### config.mk
export PLATFORM = sky130hd
export DESIGN_NAME = adc_emu_dev
export DESIGN_NICKNAME = d
export VERILOG_FILES = /design/src/rtl/adc_emu_pkg.sv /design/src/rtl/adc_emu_sync.sv /design/src/rtl/adc_emu_src.sv /design/src/rtl/adc_emu_shift.sv /design/src/rtl/adc_emu_dev.sv
export SDC_FILE = /design/constraint.sdc
export NUM_CORES = 1
export LEC_CHECK = 0
export ABC_AREA = 1
export BUFFER_PORTS_ARGS = -buffer_cell sky130_fd_sc_hd__buf_2
export CAP_MARGIN = 20
export CORE_ASPECT_RATIO = 0.5
export CORE_MARGIN = 4
export CORE_UTILIZATION = 45
export DETAILED_ROUTE_END_ITERATION = 6
export MAX_ROUTING_LAYER = met4
export PLACE_DENSITY = 0.7
export SLEW_MARGIN = 15
export SYNTH_ARGS = -nofsm -noshare
export SYNTH_HDL_FRONTEND = slang
export SYNTH_SLANG_ARGS = --single-unit
### constraint.sdc
create_clock -name clk_i -period 2.39 [get_ports clk_i]
set_clock_uncertainty 0.2 [all_clocks]
set_input_delay 0.5975 -clock clk_i [delete_from_list [all_inputs] [get_ports clk_i]]
set_output_delay 0.5975 -clock clk_i [all_outputs]
set_load 0.005 [all_outputs]
### src/rtl/adc_emu_pkg.sv
package adc_emu_pkg;
  typedef enum logic [1:0] {
    MODE_CONV  = 2'b00,
    MODE_UPD   = 2'b01,
    MODE_CAL   = 2'b10,
    MODE_SLEEP = 2'b11
  } mode_e;

  typedef enum logic [1:0] {
    ST_RUN   = 2'b00,
    ST_CAL   = 2'b01,
    ST_SLEEP = 2'b10
  } st_e;
endpackage

### src/rtl/adc_emu_sync.sv
module adc_emu_sync #(
  parameter int STAGES = 2
) (
  input  logic clk_i,
  input  logic rst_ni,
  input  logic sclk_i,
  output logic lvl_o,
  output logic rise_o,
  output logic fall_o
);
  logic [STAGES-1:0] sync_q;
  logic              prev_q;

  generate
    if (STAGES == 1) begin : g_one
      always_ff @(posedge clk_i or negedge rst_ni) begin
        if (!rst_ni) sync_q <= '0;
        else         sync_q <= sclk_i;
      end
    end else begin : g_many
      always_ff @(posedge clk_i or negedge rst_ni) begin
        if (!rst_ni) sync_q <= '0;
        else         sync_q <= {sync_q[STAGES-2:0], sclk_i};
      end
    end
  endgenerate

  always_ff @(posedge clk_i or negedge rst_ni) begin
    if (!rst_ni) prev_q <= 1'b0;
    else         prev_q <= sync_q[STAGES-1];
  end

  assign lvl_o  = sync_q[STAGES-1];
  assign rise_o = sync_q[STAGES-1] & ~prev_q;
  assign fall_o = ~sync_q[STAGES-1] & prev_q;
endmodule

### src/rtl/adc_emu_src.sv
module adc_emu_src #(
  parameter int DATA_W = 24,
  parameter int IN_W   = 26
) (
  input  logic                     clk_i,
  input  logic                     rst_ni,
  input  logic                     adv_i,
  input  logic                     sel_i,
  input  logic signed [IN_W-1:0]   sample_i,
  output logic [DATA_W-1:0]        word_o
);
  localparam int XW = IN_W - DATA_W + 1;
  localparam logic signed [IN_W-1:0] POS_LIM = {{XW{1'b0}}, {(DATA_W-1){1'b1}}};
  localparam logic signed [IN_W-1:0] NEG_LIM = {{XW{1'b1}}, {(DATA_W-1){1'b0}}};

  logic [DATA_W-1:0] cnt_q;
  logic [DATA_W-1:0] clip_w;

  always_ff @(posedge clk_i or negedge rst_ni) begin
    if (!rst_ni)    cnt_q <= '0;
    else if (adv_i) cnt_q <= cnt_q + 1'b1;
  end

  always_comb begin
    if (sample_i > POS_LIM)      clip_w = {1'b0, {(DATA_W-1){1'b1}}};
    else if (sample_i < NEG_LIM) clip_w = {1'b1, {(DATA_W-1){1'b0}}};
    else                         clip_w = sample_i[DATA_W-1:0];
  end

  assign word_o = sel_i ? clip_w : cnt_q;
endmodule

### src/rtl/adc_emu_shift.sv
module adc_emu_shift #(
  parameter int DATA_W = 24,
  parameter int CNT_W  = 5
) (
  input  logic              clk_i,
  input  logic              rst_ni,
  input  logic              load_i,
  input  logic [DATA_W-1:0] word_i,
  input  logic              rise_i,
  input  logic              set_i,
  input  logic              force_hi_i,
  output logic              dout_o,
  output logic [CNT_W-1:0]  bcnt_o,
  output logic              ovr_o
);
  localparam logic [CNT_W-1:0] N_BITS = CNT_W'(DATA_W);
  localparam logic [CNT_W-1:0] N_XTRA = CNT_W'(DATA_W + 2);
  // all-ones: nothing to read, extra clocks do nothing
  localparam logic [CNT_W-1:0] EMPTY  = '1;

  logic [DATA_W-1:0] sreg_q;
  logic              pin_q;
  logic [CNT_W-1:0]  bcnt_q;
  logic              ovr_q;

  always_ff @(posedge clk_i or negedge rst_ni) begin
    if (!rst_ni) begin
      sreg_q <= '0;
      pin_q  <= 1'b1;
      bcnt_q <= EMPTY;
      ovr_q  <= 1'b0;
    end else if (set_i) begin
      pin_q  <= 1'b1;
      bcnt_q <= EMPTY;
    end else if (load_i) begin
      sreg_q <= word_i;
      pin_q  <= 1'b0;
      bcnt_q <= '0;
      if (bcnt_q == '0) ovr_q <= 1'b1;
    end else if (rise_i) begin
      if (bcnt_q < N_BITS) begin
        pin_q  <= sreg_q[DATA_W-1];
        sreg_q <= {sreg_q[DATA_W-2:0], 1'b0};
        bcnt_q <= bcnt_q + 1'b1;
        if (bcnt_q == '0) ovr_q <= 1'b0;
      end else if (bcnt_q < N_XTRA) begin
        pin_q  <= 1'b1;
        bcnt_q <= bcnt_q + 1'b1;
      end
    end
  end

  assign dout_o = pin_q | force_hi_i;
  assign bcnt_o = bcnt_q;
  assign ovr_o  = ovr_q;
endmodule

### src/rtl/adc_emu_dev.sv
module adc_emu_dev
  import adc_emu_pkg::*;
#(
  parameter int DATA_W       = 24,
  parameter int IN_W         = 26,
  parameter int CONV_CYCLES  = 163840,
  parameter int UPD_CYCLES   = 374,
  parameter int CAL_CYCLES   = 516096,
  parameter int SLEEP_CYCLES = 163430,
  parameter int SYNC_STAGES  = 2
) (
  input  logic                   clk_i,
  input  logic                   rst_ni,
  input  logic                   sclk_i,
  input  logic                   src_sel_i,
  input  logic signed [IN_W-1:0] sample_i,
  output logic                   dout_o,
  output logic [1:0]             mode_o,
  output logic                   overrun_o
);
  localparam int CNT_W   = $clog2(DATA_W + 3);
  localparam int TMR_MAX = (CONV_CYCLES > CAL_CYCLES) ? CONV_CYCLES : CAL_CYCLES;
  localparam int TMR_W   = $clog2(TMR_MAX + 1);
  localparam int SLP_W   = $clog2(SLEEP_CYCLES + 1);

  localparam logic [TMR_W-1:0] CONV_LAST = TMR_W'(CONV_CYCLES - 1);
  localparam logic [TMR_W-1:0] UPD_START = TMR_W'(CONV_CYCLES - UPD_CYCLES);
  localparam logic [TMR_W-1:0] CAL_LAST  = TMR_W'(CAL_CYCLES - 1);
  localparam logic [SLP_W-1:0] SLP_LAST  = SLP_W'(SLEEP_CYCLES - 1);
  localparam logic [CNT_W-1:0] CNT_CAL   = CNT_W'(DATA_W + 2);
  localparam logic [CNT_W-1:0] CNT_25    = CNT_W'(DATA_W + 1);

  st_e               st_q;
  logic [TMR_W-1:0]  tmr_q;
  logic [SLP_W-1:0]  slp_q;
  logic              cal_wake_q;

  logic              lvl, rise, fall;
  logic              upd, load, rise_ok, cal_req, slp_hit, set_hi, force_hi;
  logic [DATA_W-1:0] word;
  logic [CNT_W-1:0]  bcnt;

  adc_emu_sync #(.STAGES(SYNC_STAGES)) u_sync (
    .clk_i (clk_i), .rst_ni(rst_ni), .sclk_i(sclk_i),
    .lvl_o (lvl),   .rise_o(rise),   .fall_o(fall)
  );

  adc_emu_src #(.DATA_W(DATA_W), .IN_W(IN_W)) u_src (
    .clk_i (clk_i), .rst_ni(rst_ni), .adv_i(load), .sel_i(src_sel_i),
    .sample_i(sample_i), .word_o(word)
  );

  adc_emu_shift #(.DATA_W(DATA_W), .CNT_W(CNT_W)) u_shift (
    .clk_i (clk_i), .rst_ni(rst_ni), .load_i(load), .word_i(word),
    .rise_i(rise_ok), .set_i(set_hi), .force_hi_i(force_hi),
    .dout_o(dout_o), .bcnt_o(bcnt), .ovr_o(overrun_o)
  );

  assign upd      = (st_q == ST_RUN) && (tmr_q >= UPD_START);
  assign load     = ((st_q == ST_RUN) && (tmr_q == CONV_LAST)) ||
                    ((st_q == ST_CAL) && (tmr_q == CAL_LAST));
  assign rise_ok  = rise && (st_q == ST_RUN) && !upd;
  assign cal_req  = fall && (st_q == ST_RUN) && !upd && (bcnt == CNT_CAL);
  assign slp_hit  = (st_q == ST_RUN) && lvl && (slp_q == SLP_LAST);
  assign set_hi   = cal_req || slp_hit;
  assign force_hi = upd || (st_q != ST_RUN);

  always_comb begin
    unique case (st_q)
      ST_CAL:   mode_o = MODE_CAL;
      ST_SLEEP: mode_o = MODE_SLEEP;
      default:  mode_o = upd ? MODE_UPD : MODE_CONV;
    endcase
  end

  // sleep timer: continuous high level while converting
  always_ff @(posedge clk_i or negedge rst_ni) begin
    if (!rst_ni)                   slp_q <= '0;
    else if (st_q == ST_RUN && lvl) slp_q <= slp_hit ? '0 : slp_q + 1'b1;
    else                           slp_q <= '0;
  end

  always_ff @(posedge clk_i or negedge rst_ni) begin
    if (!rst_ni) begin
      st_q       <= ST_CAL;
      tmr_q      <= '0;
      cal_wake_q <= 1'b0;
    end else begin
      unique case (st_q)
        ST_RUN: begin
          if (slp_hit) begin
            st_q       <= ST_SLEEP;
            tmr_q      <= '0;
            cal_wake_q <= (bcnt == CNT_25);
          end else if (cal_req) begin
            st_q  <= ST_CAL;
            tmr_q <= '0;
          end else if (tmr_q == CONV_LAST) begin
            tmr_q <= '0;
          end else begin
            tmr_q <= tmr_q + 1'b1;
          end
        end
        ST_CAL: begin
          if (tmr_q == CAL_LAST) begin
            st_q  <= ST_RUN;
            tmr_q <= '0;
          end else begin
            tmr_q <= tmr_q + 1'b1;
          end
        end
        default: begin
          if (!lvl) begin
            st_q  <= cal_wake_q ? ST_CAL : ST_RUN;
            tmr_q <= '0;
          end
        end
      endcase
    end
  end
endmodule

==> Word level (Yosys, flattened, before mapping) <==
Index checks and enable logic that the tools add are counted.
{ "word_totals": {"ff_bits": 98} }
{ "op_classes": {"addsub": 4, "n_reduce_logical": 26, "mux": 37, "n_eq_ne": 10, "bitwise_logic": 6, "magnitude_cmp": 5} }
{ "ops": {"columns": ["cell", "n"], "rows": [
  ["$mux W24", 6],
  ["$mux W19", 5],
  ["$pmux W19 S2", 1],
  ["$mux W18", 2],
  ["$gt A26 B24 Y1 const B", 1],
  ["$lt A26 B24 Y1 const B", 1],
  ["$mux W5", 5],
  ["$add A24 B1 Y24 const B", 1],
  ["$add A19 B1 Y19 const B", 1],
  ["$eq A19 B18 Y1 const B", 1],
  ["$eq A19 B19 Y1 const B", 1],
  ["$ge A19 B18 Y1 const B", 1],
  ["$add A18 B1 Y18 const B", 1],
  ["$eq A18 B18 Y1 const B", 1],
  ["$mux W1", 12],
  ["$eq A5 B5 Y1 const B", 2],
  ["$logic_and A1 B1 Y1", 10],
  ["$lt A5 B5 Y1 const B", 2],
  ["$mux W2", 4],
  ["$pmux W2 S2", 2],
  ["$ne A3 B3 Y1 const B", 2],
  ["$reduce_and A3 Y1", 2],
  ["$reduce_bool A2 Y1", 3],
  ["$add A5 B1 Y5 const B", 1],
  ["other kinds (14)", 20]
]} }

==> Depth between registers and ports, before layout <==
Gate-level depths: netlist of run 1.
{ "depth": {"ltp_word": 8, "mapped_depth": 15, "depth_no_buf": 13} }

==> Cells and area by module <==
A second synthesis of run 1 with hierarchy kept.
{ "hier_totals": {"hier_cells": 895, "area_unflattened_um2": 6434.9} }
{ "by_module_without_submodules": {"columns": ["mod", "cells_per_inst", "area_each_um2", "n_inst", "seq_area_each_um2"], "rows": [
  ["adc_emu_dev", 440, 2955.3, 1, 1002.2],
  ["adc_emu_shift", 224, 1833.0, 1, 783.3],
  ["adc_emu_src", 224, 1556.5, 1, 600.6],
  ["adc_emu_sync", 7, 90.1, 1, 75.1]
]} }

==> Worst setup path before layout of run 1 <==
Ideal clock, no wire load.
{ "synth_path": {"path_kind": "register to output", "from": "register tmr_q[0]", "to": "output port dout_o", "required_time_ps": 1592, "path_buffers": 0, "path_slack_ps": 51, "path_stages_with_launch": 10, "arrival_ps": 1541, "cell_sequence": "dfrtp_1 > inv_1 > ha_1 > nand2_1 > nor2_1 > nand3_1 > nor2_1 > nor2_1 > nand2_1 > or3b_2"} }
{ "synth_via": {"elab_chain_cells": 4} }
{ "synth_lines": {"columns": ["item", "line", "source"], "rows": [
  ["from (decl)", "adc_emu_dev.sv:34", "logic [TMR_W-1:0] tmr_q;"],
  ["from (signal assigned)", "adc_emu_dev.sv:101", "tmr_q <= tmr_q + 1'b1;"],
  ["from (signal assigned)", "adc_emu_dev.sv:109", "tmr_q <= tmr_q + 1'b1;"],
  ["$ge A19 B18 Y1", "adc_emu_dev.sv:59", "assign upd = (st_q == ST_RUN) && (tmr_q >= UPD_START);"],
  ["$logic_and A1 B1 Y1", "adc_emu_dev.sv:59", null],
  ["$logic_or A1 B1 Y1", "adc_emu_dev.sv:66", "assign force_hi = upd || (st_q != ST_RUN);"],
  ["$or A1 B1 Y1", "adc_emu_shift.sv:53", "assign dout_o = pin_q | force_hi_i;"],
  ["to (decl)", "adc_emu_dev.sv:17", "output logic dout_o,"]
]} }
No other way between the ends.

==> Worst setup path in the final report of run 1 <==
{ "layout_path": {"from": "register tmr_q[1]", "to": "output port dout_o"} }
The elaborated chain is that of the path after synthesis.

==> results of run 1 <==
==> sequential cells by signal, indices dropped and copies added, names as in the netlist <==
signal and count:
u_sync.sync_q 2, slp_q 18, u_shift.bcnt_o 5, u_shift.ovr_o 1, u_sync.prev_q 1, u_shift.pin_q 1
cal_wake_q 1, u_src.cnt_q 24, u_shift.sreg_q 24, st_q 2, tmr_q 19
==> final timing paths <==
check	endpoint	slack, ns	depth (start not counted)
worst max-delay path	dout_o	-0.32	9
max in group asynchronous	slp_q[2]	1.42	2
min in group clk_i	u_sync.sync_q[1]	0.15	0
worst min-delay path	u_src.cnt_q[10]	0.003	1
worst min register to register	u_sync.sync_q[1]	0.15	0
worst max register to register	u_shift.sreg_q[23]	0.04	14
==> cell usage in the layout, fill, tap and decap left out, types with 7 or more instances in the layout <==
cell / n
buf_4: 57
nand2_1: 273
inv_1: 100
buf_2: 31
a21oi_1: 10
nor2_1: 77
nand3_1: 50
dfstp_2: 7
ha_1: 9
nor3_1: 24
xor2_1: 28
nand4_1: 45
dfrtp_1: 91
o211ai_1: 14
a22oi_1: 22
o21ai_0: 41
clkbuf_16: 11
xnor2_1: 7
==> per-layer routing <==
layer,GRT usage,wire length [um],vias up
met5,-,0,-
met3,0.0329,687,22
met4,0.0571,254,0
met1,0.269,7700,2941
met2,0.358,8070,138
li1,-,-,3036
==> cell families after synthesis <==
family	count (synthesis)
AO/OA/AOI/OAI	99
XOR/XNOR	35
adder cells (fa/ha/maj)	12
buffers and inverters	139
flip-flops	98
AND/OR/NAND/NOR	506
==> layout make-up <==
| class | instances | share of cell area |
|---|---|---|
| clock buffers | 10 | 0.0303 |
| clock inverters | 5 | 0.00529 |
| inverters | 107 | 0.0537 |
| multi-input cells | 652 | 0.451 |
| flip-flops and latches | 98 | 0.325 |
| well taps | 192 | 0.0317 |
| repair buffers | 98 | 0.103 |
==> power by group <==
group          internal, W  switching (W)
combinational     0.000807        0.00104
clock             0.000706       0.000650
sequential         0.00194       0.000193
total              0.00345        0.00188
==> worst max-delay path, delay by kind of cell, from the launching register on <==
kind | cells | cell delay (ns)
and+or+nand+nor | 7 | 0.84
DFF | 1 | 0.43
adders and majority gates | 1 | 0.18
buffers and inverters | 1 | 0.12
==> repair_timing <==
| item | in CTS | in global routing |
|---|---|---|
| pin swaps | 4 | 11 |
| gates cloned | 0 | 3 |
| buffers inserted | 3 | 7 |
| gates resized for setup | 6 | 16 |
| hold endpoints to repair | 0 | 0 |
| endpoints found under the setup margin | 2 | 69 |
==> metrics by stage <==
step / total power (W) / hold WS [ns] / util
3_3_place_gp: 0.00378 / 0.138 / 0.517
5_1_grt: 0.00571 / 0.0380 / 0.552
2_1_floorplan: 0.00324 / 0.102 / -
3_5_place_dp: 0.00382 / 0.136 / 0.517
6_report: 0.00534 / 0.00347 / 0.552
4_1_cts: 0.00525 / 0.0200 / 0.539
==> flow_metrics.tcl, run 1 <==
set metrics [dict create \
    synth.net_count 931 \
    synth_async_sr_flop_share 1.00 \
    dieWidth_um 176 \
    area_growth_pct 18.9 \
    finalMaxSlewViolations 0 \
    fin_ws_ns -0.323 \
    syn_area_um2 6360 \
    ios 34 \
    synth_mux_area_frac 0 \
    ys_types 41 \
    place_congestion 0.982 \
    yosysMostFrequentCell "nand2_1" \
    finalSetupViolCount 2 \
    ys.flop_type "dfrtp_1" \
    synth_cells 889 \
    htreeDepth 3 \
    register_area_um2 2460 \
    clock_sink_count 98 \
    rsz0062_at_grt "true" \
    ys_top_cells_by_count "nand2_1, inv_1, dfrtp_1" \
    vias 6137 \
    synth_xor_area_frac 0.0482 \
    max-slew-margin-rel 0.651 \
    drc 0 \
    critPathMaxStageDelay_ns 0.43 \
    cellLeakagePower_nw 3.53 \
    dp_slack_ns -0.0298 \
    coreArea_um2 13700 \
    cts_tree "built" \
    yosys.area.top_type "dfrtp_1" \
    yosysWarnings 0 \
    end_kind "primary output" \
    final_antenna_net_count 0 \
    synth_top_family_by_area "simple AND/OR/NAND/NOR gates" \
    portBuffers 33 \
    synth_compound_area_frac 0.0942 \
    crit_start "tmr_q[1]" \
    min_period_ns 2.71 \
    grt_use_total 0.212 \
    nNetsFinal 1008 \
    viasPerCell 5.28 \
    start_util 0.465 \
    holdBufCountCts 0 \
    place_inst 1134 \
    stdcell_area_um2 7570 \
    synth_seq_cells 98 \
    fillCellCount 1292 \
    cpMostUsedCell "nor2_1" \
    hpwl_um 11700 \
    initialDrtViolationCount 422 \
    cts.clk_slew.worst_paths_ns 0.07 \
    arrival_ns 1.92 \
    path_class "register to primary output" \
    placed_area_um2 7080 \
    grt_max_degree 52 \
    cp_max_fo 4 \
    multiInputGateArea_um2 3410 \
    die_h_um 92.1 \
    synth_edf_count 0 \
    instances_no_fill 1162 \
    fmax_mhz 369 \
    violations "negative setup slack" \
    hold_violations 0 \
    post-route-period-util 1.14 \
    yosys.area_share.simple 0.359 \
    r2r_start "tmr_q[1]" \
    worst_pin_slew_ns 0.519 \
    drt_first_pass_iters 5 \
    grt_pass1_vias 5779 \
    cp_cell_sequence "ha_4 -> nand2_2 -> nor2_2 -> nand3_1 -> nor2_1 -> nor2_1 -> nand2_1 -> or3b_4 -> buf_6" \
    hp-class "input port to asynchronous set/reset pin" \
    cpMaxStageDelayCell "dfrtp_1" \
    tns_ns -0.609 \
    row_count 30 \
    ys_seq_area_frac 0.387 \
    insertion_delay_ns 0.35 \
    clockBufferDepth 2 \
    drive_above_1_share 0.164 \
    overflow 0 \
    required_ns 1.59 \
    critPathLaunchType "register" \
    n_antenna_cell 0 \
    grt_pass1_wl_um 27600 \
    synthAdderAreaFrac 0.0236 \
    synth.avg_cell_area_um2 7.16 \
    die_area_um2 16200 \
    wire_per_inst_um 14.4 \
    p_per_area_nw_per_um2 705 \
    status "finished with violations" \
    maxCapViolCount 0 \
    antenna_found_initial 0 \
    synth_top_area_share 0.358 \
    yosys-top-cells-area "dfrtp_1, nand2_1, inv_1, nor2_1, nand4_1" \
    cts_root_buf "clkbuf_16" \
    ir_worst_vdd_mv 0.321 \
    cts_buffers 9 \
    wl_um 16700 \
]
No activity file was read; power rests on OpenSTA's default activity.
==> run 2, diff against run 1 <==
--- a/config.mk
+++ b/config.mk
@@ -17,4 +17,5 @@
 export SLEW_MARGIN = 15
 export SYNTH_ARGS = -nofsm -noshare
 export SYNTH_HDL_FRONTEND = slang
+export SYNTH_HIERARCHICAL = 1
 export SYNTH_SLANG_ARGS = --single-unit
==> flow_metrics.tcl, run 2 <==
set metrics [dict create \
    synth_compound_area_frac 0.0961 \
    min_period_ns 2.54 \
    synth_top_area_share 0.354 \
    yosys-top-cells-area "dfrtp_1, nand2_1, nor2_1, inv_1, nand3_1" \
    finalSetupViolCount 24 \
    r2r_start "tmr_q[1]" \
    end_kind "primary output" \
    ys.flop_type "dfrtp_1" \
    rr_endpoint "u_shift/sreg_q[3]" \
    cellLeakagePower_nw 3.83 \
    initialDrtViolationCount 492 \
    antenna_found_initial 0 \
    seq_power_share 0.383 \
    ys_top_cells_by_count "nand2_1, nor2_1, inv_1" \
    hp-class "input port to register" \
    fin_ws_ns -0.148 \
    synth_mux_area_frac 0 \
    die_area_um2 16400 \
    grt_pass1_vias 5900 \
    vias 6274 \
    pwr-share-comb 0.375 \
    start_util 0.467 \
    synth.net_count 935 \
    portBuffers 33 \
    coreArea_um2 13800 \
    pwr-share-clk 0.242 \
    synth_async_sr_flop_share 1.00 \
    post-route-period-util 1.06 \
    synth_edf_count 0 \
    yosysMostFrequentCell "nand2_1" \
    holdWs_ns 0.152 \
    cts_tree "built" \
    yosysWarnings 6 \
    n_antenna_cell 0 \
    drt_first_pass_iters 5 \
    ys_seq_area_frac 0.382 \
    clockBufferDepth 2 \
    yosys.area_share.simple 0.364 \
    instances_no_fill 1201 \
    synthAdderAreaFrac 0.0194 \
    layout_commonest_cell "nand2_1" \
    cts_root_buf "clkbuf_16" \
    hold_violations 0 \
    p_per_area_nw_per_um2 696 \
    arrival_ns 1.74 \
    rsz0062_at_grt "true" \
    worstHoldStart "sclk_i" \
    drive_above_1_share 0.276 \
    synth_xor_area_frac 0.0354 \
    drc 0 \
    max-slew-margin-rel 0.628 \
    critPathLaunchType "register" \
    place_congestion 0.945 \
    overflow 0 \
    reg2regPathDepth 19 \
    hpwl_um 11500 \
    grt_pass1_wl_um 27700 \
    insertion_delay_ns 0.35 \
    worst_pin_slew_ns 0.556 \
    maxCapViolCount 0 \
    wire_per_inst_um 13.8 \
    p_int_w 0.00361 \
    place_inst 1153 \
    nNetsFinal 1044 \
    synth.avg_cell_area_um2 7.19 \
    final_antenna_net_count 0 \
    p_sw_w 0.00206 \
    syn_area_um2 6430 \
    dieWidth_um 177 \
    yosys.area.top_type "dfrtp_1" \
    path_class "register to primary output" \
    synth_cells 895 \
    cts.clk_slew.worst_paths_ns 0.07 \
    ios 34 \
    ys_types 42 \
    crit_start "tmr_q[1]" \
    finalMaxSlewViolations 0 \
    status "finished with violations" \
    area_growth_pct 26.6 \
    fmax_mhz 394 \
    r2r_slack_ns -0.10 \
    viasPerCell 5.22 \
    ir_worst_vdd_mv 0.378 \
    cts_buffers 9 \
    violations "negative setup slack" \
    htreeDepth 3 \
    tns_ns -1.50 \
    synth_top_family_by_area "simple AND/OR/NAND/NOR gates" \
    required_ns 1.59 \
    cp_max_fo 3 \
    row_count 30 \
    synth_seq_cells 98 \
    crit_path_end "dout_o" \
    grt_use_total 0.211 \
    clock_sink_count 98 \
    grt_max_degree 35 \
    top_regs "u_shift/sreg_q (24), u_src/cnt_q (24), tmr_q (19)" \
    die_h_um 92.6 \
    p_sw_frac 0.364 \
    wl_um 16500 \
    final_cell_mix "nand2_1, inv_1, nor2_1" \
]
run 2: cell count changes in the layout (fill, tap and decap cells not counted), sizes merged, moves of 6 or more:
cell and change:
buf +31, inv +11, nand2 -37, nand3 +16, nor3 -6, o22ai +23
nor2 +39, clkinv +6, o21ai +13, o211ai -14, a22oi -22
run 2: routing by layer:
metal  routed length [um]  up-vias  global-route usage  part of all wire
met5                    0        -                   -                 0
met4                  291        0              0.0611             0.018
met3                  909       28              0.0347             0.055
met2                 7830      187               0.337              0.47
met1                 7510     2947               0.280              0.45
li1                     -     3112                   -                 -
run 2: power by group through the flow:
stage,logic [W],registers [W],clock network (W)
after global routing,0.00235,0.00221,0.00147
final,0.00212,0.00217,0.00137
after floorplan,0.00122,0.00215,0
after detailed placement,0.00179,0.00218,0
after global placement,0.00174,0.00217,0
after CTS,0.00200,0.00215,0.00141
run 2: critical path, stage by stage (launching register included):
cell and delay, ns:
dfrtp_2 0.44, ha_4 0.16, nand2_1 0.05, nor2_1 0.04
nand3_1 0.06, nor2_1 0.05, nor2_2 0.14, nand3_2 0.10
or2_4 0.23, buf_6 0.11
run 2: worst min path at each step:
stage | endpoint | slack, ns | cells after the start
2_1_floorplan | cal_wake_q | 0.10 | 0
3_3_place_gp | u_sync/sync_q[1] | 0.15 | 0
3_5_place_dp | u_sync/sync_q[1] | 0.14 | 0
4_1_cts | u_sync/sync_q[0] | 0.15 | 1
5_1_grt | u_sync/sync_q[0] | 0.14 | 1
6_report | u_sync/sync_q[0] | 0.15 | 1
run 2: final cells by class:
type / count / area (um^2)
well taps: 192 / 240
multi-input cells: 644 / 3550
fillers: 1196 / 5630
clock inverters: 6 / 42.5
repair buffers: 129 / 1140
clock buffers: 10 / 229
flip-flops and latches: 98 / 2460
inverters: 122 / 478
run 2: logic make-up (layout without fill, tap and decap cells):
kind of cell / count (synthesis) / in the layout
buffers and inverters: 153 / 267
flip-flops: 98 / 98
XOR/XNOR: 26 / 26
AND/OR/NAND/NOR: 511 / 511
adder cells (fa/ha/maj): 10 / 10
AO/OA/AOI/OAI: 97 / 97
run 2: timing repair:
action,4_1_cts,5_1_grt
gates cloned,3,1
endpoints found under the hold margin,17,0
pin swaps,15,25
hold buffers,1,0
setup buffers,15,15
endpoints found under the setup margin,35,53
resized for setup,36,54
run 2: per-stage QoR:
step / power, W / utilization / cell area (um^2) / setup slack, ns
after global placement: 0.00392 / 0.528 / 7270 / -0.0333
after global routing: 0.00603 / 0.591 / 8150 / -0.232
final: 0.00567 / 0.591 / 8150 / -0.148
after CTS: 0.00555 / 0.572 / 7880 / -0.202
after detailed placement: 0.00397 / 0.528 / 7270 / -0.0813
after floorplan: 0.00337 / - / 6490 / 0.00533
==> run 3, diff against run 2 <==
--- a/config.mk
+++ b/config.mk
@@ -5,12 +5,12 @@
 export SDC_FILE = /design/constraint.sdc
 export NUM_CORES = 1
 export LEC_CHECK = 0
-export ABC_AREA = 1
 export BUFFER_PORTS_ARGS = -buffer_cell sky130_fd_sc_hd__buf_2
 export CAP_MARGIN = 20
 export CORE_ASPECT_RATIO = 0.5
 export CORE_MARGIN = 4
 export CORE_UTILIZATION = 45
+export CTS_CLUSTER_SIZE = 16
 export DETAILED_ROUTE_END_ITERATION = 6
 export MAX_ROUTING_LAYER = met4
 export PLACE_DENSITY = 0.7
==> flow_metrics.tcl, run 3 <==
set metrics [dict create \
    clock_sink_count 98 \
    path_buf_inv 1 \
    ios 34 \
    grt_use_total 0.215 \
    nNetsFinal 745 \
    drc 0 \
    use_met1 0.263 \
    min_period_ns 2.74 \
    status "finished with violations" \
    insertion_delay_ns 0.35 \
    finalMaxSlewViolations 0 \
    utilization 0.641 \
    coreArea_um2 11900 \
    die_h_um 86.5 \
    worst_pin_slew_ns 0.458 \
    hold_violations 0 \
    cpMostUsedCell "nand2_2" \
    cts_buffers 9 \
    synth_seq_cells 98 \
    reg2regPathDepth 11 \
    cpMaxStageDelayCell "dfrtp_2" \
    antenna_found_initial 0 \
    cts.clk_slew.worst_paths_ns 0.07 \
    yosys-top-cells-area "dfrtp_1, mux2_2, mux2_4, xnor2_1, nor2_1" \
    synth_edf_count 0 \
    finalSetupViolCount 66 \
    cts_root_buf "clkbuf_16" \
    r2r_start "tmr_q[1]" \
    final_antenna_net_count 0 \
    critPathTopFamily "simple AND/OR/NAND/NOR gates" \
    worstHoldStart "u_sync/sync_q[0]" \
    cts_tree "built" \
    dieWidth_um 165 \
    initialDrtViolationCount 241 \
    wl_um 14300 \
    arrival_ns 1.94 \
    maxCapViolCount 0 \
    synth.avg_cell_area_um2 9.91 \
    fmax_mhz 365 \
    syn_area_um2 5550 \
    yosys.area.top_type "dfrtp_1" \
    vias 4739 \
    synth_top_area_share 0.410 \
    register_area_um2 2460 \
    synth_async_sr_flop_share 1.00 \
    grt_pass1_wl_um 23800 \
    synth.net_count 600 \
    p_per_area_nw_per_um2 676 \
    portBuffers 33 \
    top_regs "u_shift/sreg_q (24), u_src/cnt_q (24), tmr_q (19)" \
    tns_ns -15.36 \
    yosysWarnings 6 \
    htreeDepth 3 \
    ir_worst_vdd_mv 0.362 \
    n_antenna_cell 0 \
    max-slew-margin-rel 0.692 \
    fillCellCount 920 \
    critPathLaunchType "register" \
    ys_seq_area_frac 0.443 \
    die_area_um2 14300 \
    ys_types 62 \
    crit_start "tmr_q[1]" \
    critPathMaxStageDelay_ns 0.44 \
    layout_commonest_cell "buf_4" \
    place_congestion 0.816 \
    grt_most_used_layer "met2" \
    required_ns 1.59 \
    ys_top_cells_by_count "dfrtp_1, nor2_1, nand2_1" \
    multiInputGateArea_um2 3200 \
    yosysMostFrequentCell "dfrtp_1" \
    clockBufferDepth 2 \
    fin_ws_ns -0.346 \
    grt_use_met2 0.372 \
    drt_first_pass_iters 5 \
    synth_cells 560 \
    viasPerCell 5.42 \
    cp_max_fo 4 \
    post-route-period-util 1.14 \
    wire_per_inst_um 16.4 \
    overflow 0 \
    end_kind "primary output" \
    grt_max_degree 36 \
    path_depth 7 \
    cellLeakagePower_nw 3.59 \
    path_class "register to primary output" \
    hp-class "register to register" \
    final_cell_mix "buf_4, dfrtp_1, nor2_1" \
    ys.flop_type "dfrtp_1" \
    start_util 0.465 \
    hold_depth 0 \
    violations "negative setup slack" \
    gr-usage-met3 0.0385 \
    row_count 28 \
    rsz0062_at_grt "true" \
    drive_above_1_share 0.394 \
    area_growth_pct 37.9 \
    grt_pass1_vias 4921 \
    hpwl_um 9020 \
    cp_cell_sequence "ha_4 -> o311ai_4 -> nand4_1 -> nand2_2 -> nand2_2 -> or2_4 -> buf_6" \
]
-- run 3: what timing repair did --
action,CTS,global route
buffers inserted,13,8
hold buffers,1,0
pin swaps,16,12
endpoints found under the setup margin,67,93
gates resized for setup,36,24
endpoints found under the hold margin,29,0
gates cloned,5,1
-- run 3: layout make-up --
class / count / area share
Multi-Input combinational cell: 399 / 0.418
Timing Repair Buffer: 157 / 0.176
Clock buffer: 10 / 0.0312
Inverter: 40 / 0.0196
Tap cell: 165 / 0.0270
Sequential cell: 98 / 0.322
Clock inverter: 6 / 0.00621
-- run 3: path summary, 6_finish.rpt --
check	slack [ns]	endpoint
worst max-delay path	-0.35	dout_o
worst min-delay path	0.15	u_sync/sync_q[1]
worst max register to register	-0.32	tmr_q[16]
worst min register to register	0.15	u_sync/sync_q[1]
max in group asynchronous	0.77	u_shift/bcnt_o[3]
min in group asynchronous	0.53	u_src/cnt_q[8]
-- run 3: kinds of logic after synthesis --
| family | count (synthesis) | synth area share |
|---|---|---|
| flip-flops | 98 | 0.443 |
| AND/OR/NAND/NOR | 209 | 0.195 |
| AO/OA/AOI/OAI | 92 | 0.117 |
| multiplexers | 50 | 0.112 |
| adder cells (fa/ha/maj) | 10 | 0.0225 |
| XOR/XNOR | 36 | 0.0568 |
| buffers and inverters | 65 | 0.0525 |
-- run 3: metrics by stage --
| stage | total power, W | std cells | setup WS [ns] | area [um^2] | hold WS [ns] |
|---|---|---|---|---|---|
| 2_1_floorplan | 0.00275 | 560 | -0.287 | 5720 | 0.102 |
| 3_3_place_gp | 0.00328 | 831 | -0.221 | 6740 | 0.139 |
| 3_5_place_dp | 0.00333 | 831 | -0.304 | 6740 | 0.136 |
| 4_1_cts | 0.00504 | 866 | -0.384 | 7440 | 0.153 |
| 5_1_grt | 0.00546 | 875 | -0.444 | 7650 | 0.149 |
| 6_report | 0.00517 | 875 | -0.346 | 7650 | 0.151 |
-- run 3: per-layer routing --
| metal | share of wire | vias to the layer above |
|---|---|---|
| met4 | 0.0098 | 0 |
| met2 | 0.52 | 87 |
| li1 | - | 2273 |
| met3 | 0.032 | 13 |
| met5 | 0 | - |
| met1 | 0.44 | 2366 |
-- run 3: report_power, final --
part,internal (W),switching (W)
sequential,0.00181,0.000107
clock,0.000746,0.000664
combinational,0.000989,0.000852
